[config.mk]
export PLATFORM = sky130hd
export DESIGN_NAME = ireg_bridge
export DESIGN_NICKNAME = d
export VERILOG_FILES = /design/src/rtl/ireg_pkg.sv /design/src/rtl/ireg_arm.sv /design/src/rtl/ireg_chan.sv /design/src/rtl/ireg_bridge.sv
export SDC_FILE = /design/constraint.sdc
export NUM_CORES = 1
export LEC_CHECK = 0
export CORE_MARGIN = 4
export CORE_UTILIZATION = 49
export DETAILED_ROUTE_END_ITERATION = 6
export GPL_TIMING_DRIVEN = 0
export PLACE_DENSITY = 0.95
export RECOVER_POWER = 100
export SYNTH_ARGS = -nofsm -noshare
export SYNTH_HDL_FRONTEND = slang
export SYNTH_SLANG_ARGS = --single-unit
export TNS_END_PERCENT = 50
[constraint.sdc]
create_clock -name clk -period 5.3 [get_ports clk]
set_input_delay 1.06 -clock clk [delete_from_list [all_inputs] [get_ports clk]]
set_output_delay 1.06 -clock clk [all_outputs]
set_load 0.01 [all_outputs]
[src/rtl/ireg_pkg.sv]
package ireg_pkg;
   typedef enum logic [1:0] {
      ROLE_PTR  = 2'd0,
      ROLE_DATA = 2'd1,
      ROLE_CTRL = 2'd2,
      ROLE_NONE = 2'd3
   } role_t;

   localparam int NCH    = 2;
   localparam int WIN_AW = 5;
   localparam int ERR_EN_BIT = 15;
endpackage

[src/rtl/ireg_arm.sv]
// Double-store arming tracker for one channel's pointer register.
module ireg_arm #(
   parameter int AW = 16
) (
   input  logic          clk,
   input  logic          rst_n,
   input  logic          load,
   input  logic [AW-1:0] val,
   input  logic          clr,
   output logic          armed,
   output logic [AW-1:0] ptr
);
   logic seen_one;

   always_ff @(posedge clk) begin
      if (!rst_n) begin
         seen_one <= 1'b0;
         armed    <= 1'b0;
         ptr      <= '0;
      end else if (load) begin
         armed    <= seen_one && (val == ptr);
         seen_one <= 1'b1;
         ptr      <= val;
      end else if (clr) begin
         armed    <= 1'b0;
         seen_one <= 1'b0;
      end
   end
endmodule

[src/rtl/ireg_chan.sv]
// One indirect access channel: pointer, data sequencing, control bit.
module ireg_chan
   import ireg_pkg::*;
#(
   parameter int BUS_W  = 32,
   parameter int DW     = 32,
   parameter int AW     = 16,
   parameter int EN_BIT = ERR_EN_BIT
) (
   input  logic             clk,
   input  logic             rst_n,
   input  logic             acc,
   input  logic             we,
   input  role_t            role,
   input  logic [BUS_W-1:0] wdata,
   input  logic [BUS_W-1:0] int_rdata,
   output logic [BUS_W-1:0] rsp_rdata,
   output logic             rsp_err,
   output logic [AW-1:0]    int_addr,
   output logic [BUS_W-1:0] int_wdata,
   output logic             int_wr,
   output logic             int_rd
);
   if (DW > BUS_W || AW > BUS_W || EN_BIT >= BUS_W) begin : g_bad_cfg
      $error("ireg_chan: width parameters out of range");
   end

   logic          armed, phase, err_en;
   logic [DW-1:0] latch, wdata_q;
   logic [BUS_W-1:0] latch_w, fresh_w, fetch_w;
   logic ptr_wr, data_wr, data_rd, good_wr, first_rd, second_rd;
   logic unused_bits;

   assign unused_bits = ^{wdata, int_rdata};

   assign ptr_wr    = acc &&  we && role == ROLE_PTR;
   assign data_wr   = acc &&  we && role == ROLE_DATA;
   assign data_rd   = acc && !we && role == ROLE_DATA;
   assign good_wr   = data_wr && armed;
   assign first_rd  = data_rd && armed && !phase;
   assign second_rd = data_rd && armed &&  phase;

   ireg_arm #(.AW(AW)) u_arm (
      .clk(clk), .rst_n(rst_n), .load(ptr_wr), .val(wdata[AW-1:0]),
      .clr(good_wr || second_rd), .armed(armed), .ptr(int_addr)
   );

   if (DW < BUS_W) begin : g_pad
      assign latch_w   = {{(BUS_W-DW){1'b0}}, latch};
      assign fresh_w   = {{(BUS_W-DW){1'b0}}, int_rdata[DW-1:0]};
      assign int_wdata = {{(BUS_W-DW){1'b0}}, wdata_q};
   end else begin : g_full
      assign latch_w   = latch;
      assign fresh_w   = int_rdata[DW-1:0];
      assign int_wdata = wdata_q;
   end

   // bypass: second load right behind the fetch strobe
   assign fetch_w = int_rd ? fresh_w : latch_w;

   always_ff @(posedge clk) begin
      if (!rst_n) begin
         phase   <= 1'b0;
         err_en  <= 1'b0;
         latch   <= '0;
         wdata_q <= '0;
         int_wr  <= 1'b0;
         int_rd  <= 1'b0;
      end else begin
         int_wr <= good_wr;
         int_rd <= first_rd;
         if (good_wr) wdata_q <= wdata[DW-1:0];
         if (int_rd)  latch   <= int_rdata[DW-1:0];
         if (acc && we && role == ROLE_CTRL) err_en <= wdata[EN_BIT];
         if (ptr_wr || good_wr || second_rd) phase <= 1'b0;
         else if (first_rd)                  phase <= 1'b1;
      end
   end

   always_comb begin
      rsp_rdata = '0;
      rsp_err   = 1'b0;
      case (role)
         ROLE_PTR:  rsp_rdata[AW-1:0] = int_addr;
         ROLE_DATA: begin
            if (!armed)      rsp_err   = err_en;
            else if (!we)    rsp_rdata = phase ? fetch_w : latch_w;
         end
         ROLE_CTRL: rsp_rdata[EN_BIT] = err_en;
         default: ;
      endcase
   end
endmodule

[src/rtl/ireg_bridge.sv]
// Two-channel indirect register bridge: window decode and host response.
module ireg_bridge
   import ireg_pkg::*;
#(
   parameter int BUS_W   = 32,
   parameter int TOP_DW  = 32,
   parameter int CORE_DW = 8,
   parameter int IADDR_W = 16
) (
   input  logic                   clk,
   input  logic                   rst_n,
   input  logic                   host_req,
   input  logic                   host_we,
   input  logic [WIN_AW-1:0]      host_addr,
   input  logic [BUS_W-1:0]       host_wdata,
   output logic                   host_ack,
   output logic [BUS_W-1:0]       host_rdata,
   output logic                   host_err,
   output logic [NCH*IADDR_W-1:0] int_addr,
   output logic [NCH*BUS_W-1:0]   int_wdata,
   output logic [NCH-1:0]         int_wr,
   output logic [NCH-1:0]         int_rd,
   input  logic [NCH*BUS_W-1:0]   int_rdata
);
   if (TOP_DW > BUS_W || CORE_DW > BUS_W || IADDR_W > BUS_W) begin : g_bad_cfg
      $error("ireg_bridge: width parameters out of range");
   end

   localparam int CH_BIT = WIN_AW - 1;

   role_t            role;
   logic             sel;
   logic [BUS_W-1:0] rsp_rd  [NCH];
   logic [NCH-1:0]   rsp_err;

   assign sel  = host_addr[CH_BIT];
   assign role = (host_addr[1:0] != 2'b00) ? ROLE_NONE : role_t'(host_addr[3:2]);

   for (genvar c = 0; c < NCH; c++) begin : g_ch
      localparam int DW = (c == 0) ? TOP_DW : CORE_DW;
      ireg_chan #(.BUS_W(BUS_W), .DW(DW), .AW(IADDR_W)) u_chan (
         .clk(clk), .rst_n(rst_n),
         .acc(host_req && (sel == c[0])), .we(host_we), .role(role),
         .wdata(host_wdata), .int_rdata(int_rdata[c*BUS_W +: BUS_W]),
         .rsp_rdata(rsp_rd[c]), .rsp_err(rsp_err[c]),
         .int_addr(int_addr[c*IADDR_W +: IADDR_W]),
         .int_wdata(int_wdata[c*BUS_W +: BUS_W]),
         .int_wr(int_wr[c]), .int_rd(int_rd[c])
      );
   end

   always_ff @(posedge clk) begin
      if (!rst_n) begin
         host_ack   <= 1'b0;
         host_rdata <= '0;
         host_err   <= 1'b0;
      end else begin
         host_ack   <= host_req;
         host_rdata <= host_req ? rsp_rd[sel] : '0;
         host_err   <= host_req && rsp_err[sel];
      end
   end
endmodule

Yosys cells after proc, flatten, opt, wreduce, memory -nomap -nowiden
Cells that the tools add are included.
{"block": "word_totals", "inputBits": 105, "word_cells": 101, "regBits": 158, "out_inout_bits": 134}
{"block": "classes", "reduce_logical": 41, "n_mux": 30, "n_lt_le_gt_ge": 2, "bitwise_logic": 3, "n_eq_ne": 4}
{"op": "two-way mux 32 bit", "n": 10}
{"op": "case mux 15 bit (2 select lines)", "n": 2}
{"op": "equality test 16 bit", "n": 2}
{"op": "two-way mux 16 bit", "n": 2}
{"op": "logical AND 1 bit", "n": 25}
{"op": "two-way mux 1 bit", "n": 12}
{"op": "two-way mux 8 bit", "n": 1}
{"op": "logical OR 1 bit", "n": 6}
{"op": "case mux 1 bit (3 select lines)", "n": 2}
{"op": "nonzero test 2 bit", "n": 3}
{"op": "OR reduction 2 bit", "n": 2}
{"op": "logical NOT 1 bit", "n": 3}
{"op": "equality test 2 x 1 -> 1 bit, second input constant", "n": 1}
{"op": "equality test 2 bit, second input constant", "n": 1}
{"op": ">= comparator 2 bit, second input constant", "n": 1}
{"op": "logical NOT 2 bit", "n": 1}
{"op": "< comparator 1 x 2 -> 1 bit, second input constant", "n": 1}
{"op": "two-way mux 2 bit", "n": 1}
{"op": "NOT 1 bit", "n": 2}
{"op": "NOT 1 -> 2 bit", "n": 1}
{"op": "AND reduction 2 bit", "n": 1}

Depth between registers and ports, before layout
Gate-level depths: netlist (run 1).
{"block": "logic_depth", "ltp_word": 9, "ltp_mapped": 7, "ltp_nobuf": 4}

By module
From an unflattened synthesis (run 1), not the netlist that was laid out.
{"block": "hier_totals", "hier_cells": 807, "area_unflattened_um2": 7608.5}
{"mod": "ireg_chan (g_ch[0].u_chan)", "area_per_inst_um2": 3246.9, "seq_area_each_um2": 1361.3, "instances": 1, "cells_per_inst": 373}
{"mod": "ireg_arm", "area_per_inst_um2": 849.6, "seq_area_each_um2": 360.3, "instances": 2, "cells_per_inst": 79}
{"mod": "ireg_chan (g_ch[1].u_chan)", "area_per_inst_um2": 1408.9, "seq_area_each_um2": 400.4, "instances": 1, "cells_per_inst": 163}
{"mod": "ireg_bridge", "area_per_inst_um2": 1253.7, "seq_area_each_um2": 680.7, "instances": 1, "cells_per_inst": 113}

Worst setup path before layout (run 1)
No wires, ideal clock.
{"block": "synth_path", "path_type": "input to register", "startpoint": "input port host_addr[3]", "endpoint": "register g_ch[0].u_chan.u_arm.seen_one", "required_time_ns": 5.186, "arrival_time_ns": 2.331, "path_slack_ns": 2.855, "n_path_buf": 2, "stages": 6, "setup_time_ns": 0.114, "cell_sequence": "buf_6 or4b_1 buf_2 nor4_4 a221oi_1 a21o_1"}
{"block": "synth_via", "elab_chain_cells": 7, "elab_cells_between_ends": 12, "cone_classes": "eq/ne: 1; mux: 2; reduce/logical: 9"}
{"element": "from (decl)", "line": "ireg_bridge.sv:14", "source": "input logic [WIN_AW-1:0] host_addr,"}
{"element": "two-way mux 2 bit (*)", "line": "ireg_bridge.sv:37", "source": "assign role = (host_addr[1:0] != 2'b00) ? ROLE_NONE : role_t'(host_addr[3:2]);"}
{"element": "equality test 2 x 1 -> 1 bit", "line": "ireg_chan.sv:37, ireg_chan.sv:38"}
{"element": "logical AND 1 bit", "line": "ireg_chan.sv:38", "source": "assign data_rd = acc && !we && role == ROLE_DATA;"}
{"element": "logical AND 1 bit (2 in series)", "line": "ireg_chan.sv:41", "source": "assign second_rd = data_rd && armed && phase;"}
{"element": "logical OR 1 bit", "line": "ireg_chan.sv:45", "source": ".clr(good_wr || second_rd), .armed(armed), .ptr(int_addr)"}
{"element": "nonzero test 2 bit (no source line)"}
{"element": "to (signal assigned)", "line": "ireg_arm.sv:17", "source": "seen_one <= 1'b0;"}
{"element": "to (signal assigned)", "line": "ireg_arm.sv:22", "source": "seen_one <= 1'b1;"}
{"element": "to (signal assigned)", "line": "ireg_arm.sv:26", "source": "seen_one <= 1'b0;"}
{"element": "to (decl)", "line": "ireg_arm.sv:13", "source": "logic seen_one;"}
Every way passes the cells marked *; elsewhere a longest branch is shown, timed or not.
A chain may end at the register's enable or synchronous reset.

Worst setup path in the final report (run 1)
{"block": "layout_path", "startpoint": "input port host_addr[1]", "endpoint": "register host_rdata[28]"}
{"block": "layout_via", "elab_chain_cells": 7, "elab_cells_between_ends": 8, "cone_classes": "eq/ne: 1; mux: 6; reduce/logical: 1"}
{"element": "nonzero test 2 bit (*)", "line": "ireg_bridge.sv:37"}
{"element": "two-way mux 2 bit (*)", "line": "ireg_bridge.sv:37"}
{"element": "equality test 2 x 1 -> 1 bit (*)", "line": "ireg_chan.sv:83", "source": "case (role)"}
{"element": "two-way mux 16 bit", "line": "ireg_chan.sv:83"}
{"element": "two-way mux 32 bit (not written as such) (*) (3 in series)", "line": "ireg_bridge.sv:59", "source": "host_rdata <= host_req ? rsp_rd[sel] : '0;"}
{"element": "to (signal assigned)", "line": "ireg_bridge.sv:59"}
{"element": "to (decl)", "line": "ireg_bridge.sv:17", "source": "output logic [BUS_W-1:0] host_rdata,"}
Every way passes the cells marked *; elsewhere a longest branch is shown, timed or not. The select of a mux whose other input is x is not followed.

==> impl_results.md, run 1 <==
- Outcome: finished clean
- PostCTS Resize Cnt: 0
- Most common cell after layout, fill and taps aside: dfxtp_1
- Worst setup SP type: input pin
- Synth cell types: 43
- GRT overflow: 0
- CP Launch Point: host_addr[1]
- Cell total after placement: 1131
- Area delta synth->final: 38.3%
- Ant diodes: 0
- Period utilization: 0.709
- Slew Viols, Final: 0
- Worst R2R Start: g_ch[0].u_chan.u_arm.armed$_SDFFE_PN0P_
- Syn Area/Cell: 8.97 µm²
- Total power: 2.47 mW
- DR vias/cell: 5.41
- GP Congestion: 0.920
- Std-Cell Core Area: 13300 µm²
- Slew HR: 0.410
- Die Wd: 125 µm
- Min-delay src: g_ch[0].u_chan.int_wdata[28]$_SDFFE_PN0P_
- Clock transition at the registers of the reported paths: around 0.060 ns
- Finished Layout Cells: 1162
- DR DRC count: 0
- Nets: 1079
- Hold Violations, Final: 0
- RSZ-0062 raised after global routing: no
- Post-DP HPWL: 15400 µm
- Largest net degree at the start of global routing: 17
- Initial drt markers: roughly 520
- Die Y: 125 µm
- Later-pin clock latency in the skew report: 0.42 ns
- Flops & latches, synth: 158
- GRT Total Usage: 0.262
- Final setup TNS: 0 ns
- IO Count: 239
- Drt total wl: 20900 µm
- First-pass GRT wire length: 33000 µm
- Crit path arrival time: 4.08 ns
- FF/Latch Area: around 3200 µm²
- Crit path required time: 5.62 ns
- Vias in the first global route: 6293
- Fillers: 978
- DRT antenna net count: 0
- Post-synthesis sequential area ratio: 0.468
- Netlist Area Pre-Place: about 6800 µm²
- Drt pass-1 iters: 5
- TritonCTS Sinks: 158
- Number of setup violations in the final report: 0
- Initial antenna violation count: 0
- Multi-input logic area: 3160 µm²
- H-tree Lvls: 4
- Critical path class: in -> reg
- Layout cells sized above 1: 0.0872
- CP endpoint kind: register
- Most frequent cells in the layout: 158 x dfxtp_1, 117 x nand2_1, 113 x dlygate4sd3_1, 67 x a21oi_1, 66 x clkdlybuf4s50_1
- Initial Util: 0.506
- Worst min path class: reg -> reg
- Via count: 6289
- Min Tclk post-route: 3.76 ns
- Post-CTS Setup Bufs: 0
- Site Rows: 42
- PwrDens: 264 nW/µm²
- Root buffer cell: clkbuf_16
- Synth warnings: 0
- WL per Instance: 18.0 µm
- Post-synthesis cell count: 753
- Port-buffer cells: 179
- VDD IR max: 0.244 mV
- Clk buf depth: 2
- Worst-path fanout max: 10
- F_max: roughly 0.27 GHz
- CTS tree: built
- Max_cap viols: 0
- Num CTS Buffers: 17
- Die ar.: approximately 16000 µm²
- Hold buffer count at CTS: 0
- Tightest Pin Transition: 0.873 ns
- Leak Pwr: roughly 3.8 nW
- Layout Skew: 0.00586 ns
## state kept, by name (all words and copies together), names as in the netlist
name and cells:
g_ch.u_chan.int_wr 2, g_ch.u_chan.latch 40, g_ch.u_chan.int_rd 2, g_ch.u_chan.int_wdata 32, g_ch.u_chan.u_arm.seen_one 2, g_ch.u_chan.phase 2, g_ch.u_chan.err_en 2, g_ch.u_chan.wdata_q 8
host_rdata 32, host_err 1, g_ch.u_chan.u_arm.ptr 32, host_ack 1, g_ch.u_chan.u_arm.armed 2
## where the power goes
group | switching, mW | internal [mW] | total [mW]
sequential | 0.00165 | 1.19 | 1.19
clock | 0.485 | 0.642 | 1.13
combinational | 0.0787 | 0.0746 | 0.153
total | 0.566 | 1.91 | 2.47
## cell usage after synthesis (all sizes together)
library cell	number	area share
nor4b	1	0.0022
nand4	3	0.0028
a21bo	15	0.022
conb	1	0.00055
dfxtp	158	0.47
nor4	8	0.0096
a22o	32	0.041
nand2b	1	0.00093
a221oi	1	0.0013
xnor2	2	0.0026
a21o	2	0.0022
nor3b	1	0.0011
and2	17	0.016
nor2	48	0.027
or3	1	0.00093
and3b	2	0.0026
a21oi	75	0.061
nand2	117	0.065
a2bb2oi	8	0.010
o21a	1	0.0011
a31oi	1	0.00093
a211oi	15	0.017
or4b	1	0.0015
nand3	22	0.016
xor2	31	0.040
buf	47	0.046
mux2	1	0.0017
nor3	7	0.0052
o21ai	24	0.018
and4	2	0.0026
clkbuf	42	0.023
and3	4	0.0037
nor2b	1	0.00093
o2bb2ai	2	0.0026
inv	5	0.0028
mux2i	52	0.077
o31ai	2	0.0022
## metal layers
| layer | wire length (µm) | vias up | share of wire | track usage |
|---|---|---|---|---|
| li1 | - | 2974 | - | - |
| met1 | 7990 | 2949 | 0.38 | 0.299 |
| met2 | 10200 | 310 | 0.49 | 0.449 |
| met3 | 1960 | 56 | 0.094 | 0.0836 |
| met4 | 740 | 0 | 0.035 | 0.114 |
| met5 | 0 | - | 0 | 0 |
## cell type report
cell class,count,share of cell area
flip-flops and latches,158,0.338
well taps,176,0.0236
plain buffers,89,0.0486
inverters,5,0.00201
multi-input cells,524,0.339
repair buffers,179,0.192
clock buffers,21,0.0471
clock inverters,10,0.00991
## stage by stage
step / utilization / cell area [µm²] / hold WS, ns / setup slack (ns)
2_1_floorplan: - / 6840 / 0.426 / 2.86
3_5_place_dp: 0.663 / 8860 / 0.441 / 2.00
3_3_place_gp: 0.663 / 8860 / 0.433 / 2.05
5_1_grt: 0.700 / 9350 / 0.476 / 1.47
4_1_cts: 0.703 / 9390 / 0.454 / 2.42
6_report: 0.700 / 9350 / 0.454 / 1.54
## path summary, 6_finish.rpt
kind / depth (start not counted) / slack, ns / endpoint
max: 7 / 1.54 / host_rdata[28]$_SDFF_PP0_
max reg2reg: 6 / 2.79 / host_rdata[28]$_SDFF_PP0_
min: 2 / 0.45 / g_ch[0].u_chan.int_wdata[28]$_SDFFE_PN0P_
min reg2reg: 2 / 0.45 / g_ch[0].u_chan.int_wdata[28]$_SDFFE_PN0P_
## kinds of logic after synthesis
family,Yosys count,synth area share
XOR/XNOR,33,0.0428
flip-flops,158,0.468
multiplexers,53,0.0787
buffers and inverters,94,0.0724
other,1,0.000555
AND/OR/NAND/NOR,236,0.158
AO/OA/AOI/OAI,178,0.179
## critical path, cell delays in order
cell and delay, ns:
dlygate4sd3_1 0.61, or4b_1 0.53, clkbuf_1 0.26, nor4_1 0.50, nand2_1 0.39, clkbuf_1 0.40, a21oi_1 0.30
Note: power is estimated with default switching activity, not from simulation.
==> run 2: changes to the inputs <==
--- a/config.mk
+++ b/config.mk
@@ -6,10 +6,10 @@
 export NUM_CORES = 1
 export LEC_CHECK = 0
 export CORE_MARGIN = 4
-export CORE_UTILIZATION = 49
+export CORE_UTILIZATION = 45
 export DETAILED_ROUTE_END_ITERATION = 6
 export GPL_TIMING_DRIVEN = 0
-export PLACE_DENSITY = 0.95
+export PLACE_DENSITY = 0.91
 export RECOVER_POWER = 100
 export SYNTH_ARGS = -nofsm -noshare
 export SYNTH_HDL_FRONTEND = slang
==> constraint.sdc (replaced) <==
create_clock -name clk -period 3.8 [get_ports clk]
set_input_delay 0.76 -clock clk [delete_from_list [all_inputs] [get_ports clk]]
set_output_delay 0.76 -clock clk [all_outputs]
set_load 0.01 [all_outputs]
==> impl_results.md, run 2 (synthesis gave the netlist of run 1 again) <==
- RSZ-0062 raised after global routing: no
- DRT antenna net count: 0 (unchanged)
- Cell total after placement: 1139 (+0.71%)
- GP Congestion: 0.906 (-1.6%)
- Period utilization: 0.818
- First-pass GRT wire length: 31800 µm (-3.9%)
- Finished Layout Cells: 1171 (+0.77%)
- Hold Violations, Final: 0 (unchanged)
- TritonCTS Sinks: 158 (unchanged)
- Die ar.: 17000 µm² (+8.3%)
- WL per Instance: 17.8 µm (-1.3%)
- VDD IR max: 0.301 mV (+23%)
- PostCTS Resize Cnt: 0 (unchanged)
- DR vias/cell: 5.32 (-1.7%)
- Worst min path class: reg -> reg
- Final setup TNS: 0 ns (unchanged)
- GRT overflow: 0 (unchanged)
- Site Rows: 44 (+4.8%)
- Max reg flops: 40 (unchanged)
- Crit path required time: 4.15 ns (-1.47 ns)
- Tightest Pin Transition: 0.779 ns (-0.0938 ns)
- GRT Total Usage: 0.243 (-0.0190)
- Worst path top cell family by delay: simple AND/OR/NAND/NOR gates
- Nets: 1079 (unchanged)
- Drt total wl: 20800 µm (-0.58%)
- CP endpoint kind: register
- CP bufs+invs: 3 (unchanged)
- CTS tree: built
- Initial antenna violation count: 0 (unchanged)
- Util after Layout: 0.642 (-0.0585)
- F_max: 0.322 GHz
- Min Tclk post-route: 3.11 ns
- Hold buffer count at CTS: 0 (unchanged)
- DR DRC count: 0 (unchanged)
- Setup WS pre-CTS: 0.812 ns (-1.18 ns)
- Initial drt markers: 490 (-6.5%)
- Initial Util: 0.461 (-0.0448)
- Port-buffer cells: 179 (unchanged)
- Post-DP HPWL: 15500 µm (+0.44%)
- FF/Latch Area: 3160 µm² (unchanged)
- Die Wd: 131 µm (+4.1%)
- CP max stage delay: 0.62 ns (about the same)
- Largest net degree at the start of global routing: 17 (unchanged)
- DP Area: 8870 µm² (+0.11%)
- Clk buf depth: 2 (unchanged)
- H-tree Lvls: 4 (unchanged)
- Slowest CP cell: dlygate4sd3_1
- IO Count: 239 (unchanged)
- Worst setup SP type: input pin
- Fillers: 1181 (+21%)
- Via count: 6230 (-0.94%)
- Later-pin clock latency in the skew report: 0.44 ns (+0.02 ns)
- Area delta synth->final: 39.0%
- Max_cap viols: 0 (unchanged)
- Post-route cell area: 9400 µm² (+0.55%)
- Root buffer cell: clkbuf_16
- Crit path arrival time: 3.46 ns (-0.62 ns)
- Critical path class: in -> reg
- Slew Viols, Final: 0 (unchanged)
- Most common cell after layout, fill and taps aside: dfxtp_1
- Num CTS Buffers: 17 (unchanged)
- Die Y: 131 µm (+4.1%)
- Number of setup violations in the final report: 0 (unchanged)
- Leak Pwr: 3.79 nW (+0.86%)
- PwrDens: 384 nW/µm² (+45%)
- Post-CTS Setup Bufs: 0 (unchanged)
- Ant diodes: 0 (unchanged)
- Most frequent cells in the layout: 158 x dfxtp_1, 117 x nand2_1, 113 x dlygate4sd3_1, 75 x a21oi_1, 66 x clkdlybuf4s50_1
- Outcome: finished clean
- Final worst setup slack: 0.692 ns (-0.851 ns)
- Drt pass-1 iters: 6 (+1)
- Clock transition at the registers of the reported paths: 0.07 ns (about the same)
- Slew HR: 0.473 (+0.0634)
- Vias in the first global route: 6053 (-3.8%)
- Worst-path fanout max: 10 (unchanged)
- Multi-input logic area: 3130 µm² (-0.95%)
- Std-Cell Core Area: 14600 µm² (+9.7%)
- Layout cells sized above 1: 0.0841 (-0.00313)
- Layout Skew: 0.0144 ns (+0.00856 ns)
- Reg with most FFs: g_ch.u_chan.latch
- Crit-path cells: dlygate4sd3_1, or4b_1, clkbuf_1, nor4_1, nand2_1, buf_6, a21oi_1
-- run 2: changes by cell type in the layout (fill, tap and decap cells not counted), sizes merged --
cell	change
clkbuf	-3
inv	+2
clkinv	+1
bufinv	+1
-- run 2: stage by stage --
step / hold WS [ns] / power [mW]
after floorplan: 0.426 / 1.79
after global placement: 0.434 / 1.90
after detailed placement: 0.445 / 1.91
after CTS: 0.455 / 3.61
after global routing: 0.469 / 3.69
final: 0.449 / 3.60
-- run 2: area by class of cell --
| class | instances | share of cell area |
|---|---|---|
| clock inverters | 14 | 0.0169 |
| clock buffers | 18 | 0.0467 |
| multi-input cells | 524 | 0.334 |
| well taps | 184 | 0.0245 |
| plain buffers | 89 | 0.0490 |
| inverters | 5 | 0.00200 |
| flip-flops and latches | 158 | 0.337 |
| repair buffers | 179 | 0.191 |
-- run 2: worst paths after layout --
kind                                                   from                                        end  slack (ns)  cells after the start
setup / recovery                               host_addr[1]                  host_rdata[28]$_SDFF_PP0_        0.69                      7
setup reg to reg           g_ch[0].u_chan.int_rd$_SDFF_PN0_        g_ch[0].u_chan.latch[23]$_SDFF_PN0_        1.62                      5
hold / removal    g_ch[0].u_chan.int_wdata[15]$_SDFFE_PN0P_  g_ch[0].u_chan.int_wdata[15]$_SDFFE_PN0P_        0.45                      2
hold reg to reg   g_ch[0].u_chan.int_wdata[15]$_SDFFE_PN0P_  g_ch[0].u_chan.int_wdata[15]$_SDFFE_PN0P_        0.45                      2
-- run 2: per-layer routing --
layer	share of wire	vias up	global-route usage
li1	-	2983	-
met1	0.39	2895	0.285
met2	0.47	301	0.399
met3	0.11	51	0.0947
met4	0.030	0	0.0986
met5	0	-	0
-- run 2: report_power, final --
part / total [mW] / leakage, nW / switching, mW / internal (mW)
registers: 1.66 / 1.27 / 0.00220 / 1.66
logic: 0.212 / 2.23 / 0.108 / 0.104
clock network: 1.73 / 0.281 / 0.737 / 0.995
-- run 2: worst reg2reg max path, cell delays in order, from the launching register on --
cell	delay, ns
dfxtp_1	0.33
clkbuf_1	0.33
clkbuf_1	0.44
clkbuf_1	0.61
mux2i_1	0.28
nor2_1	0.07
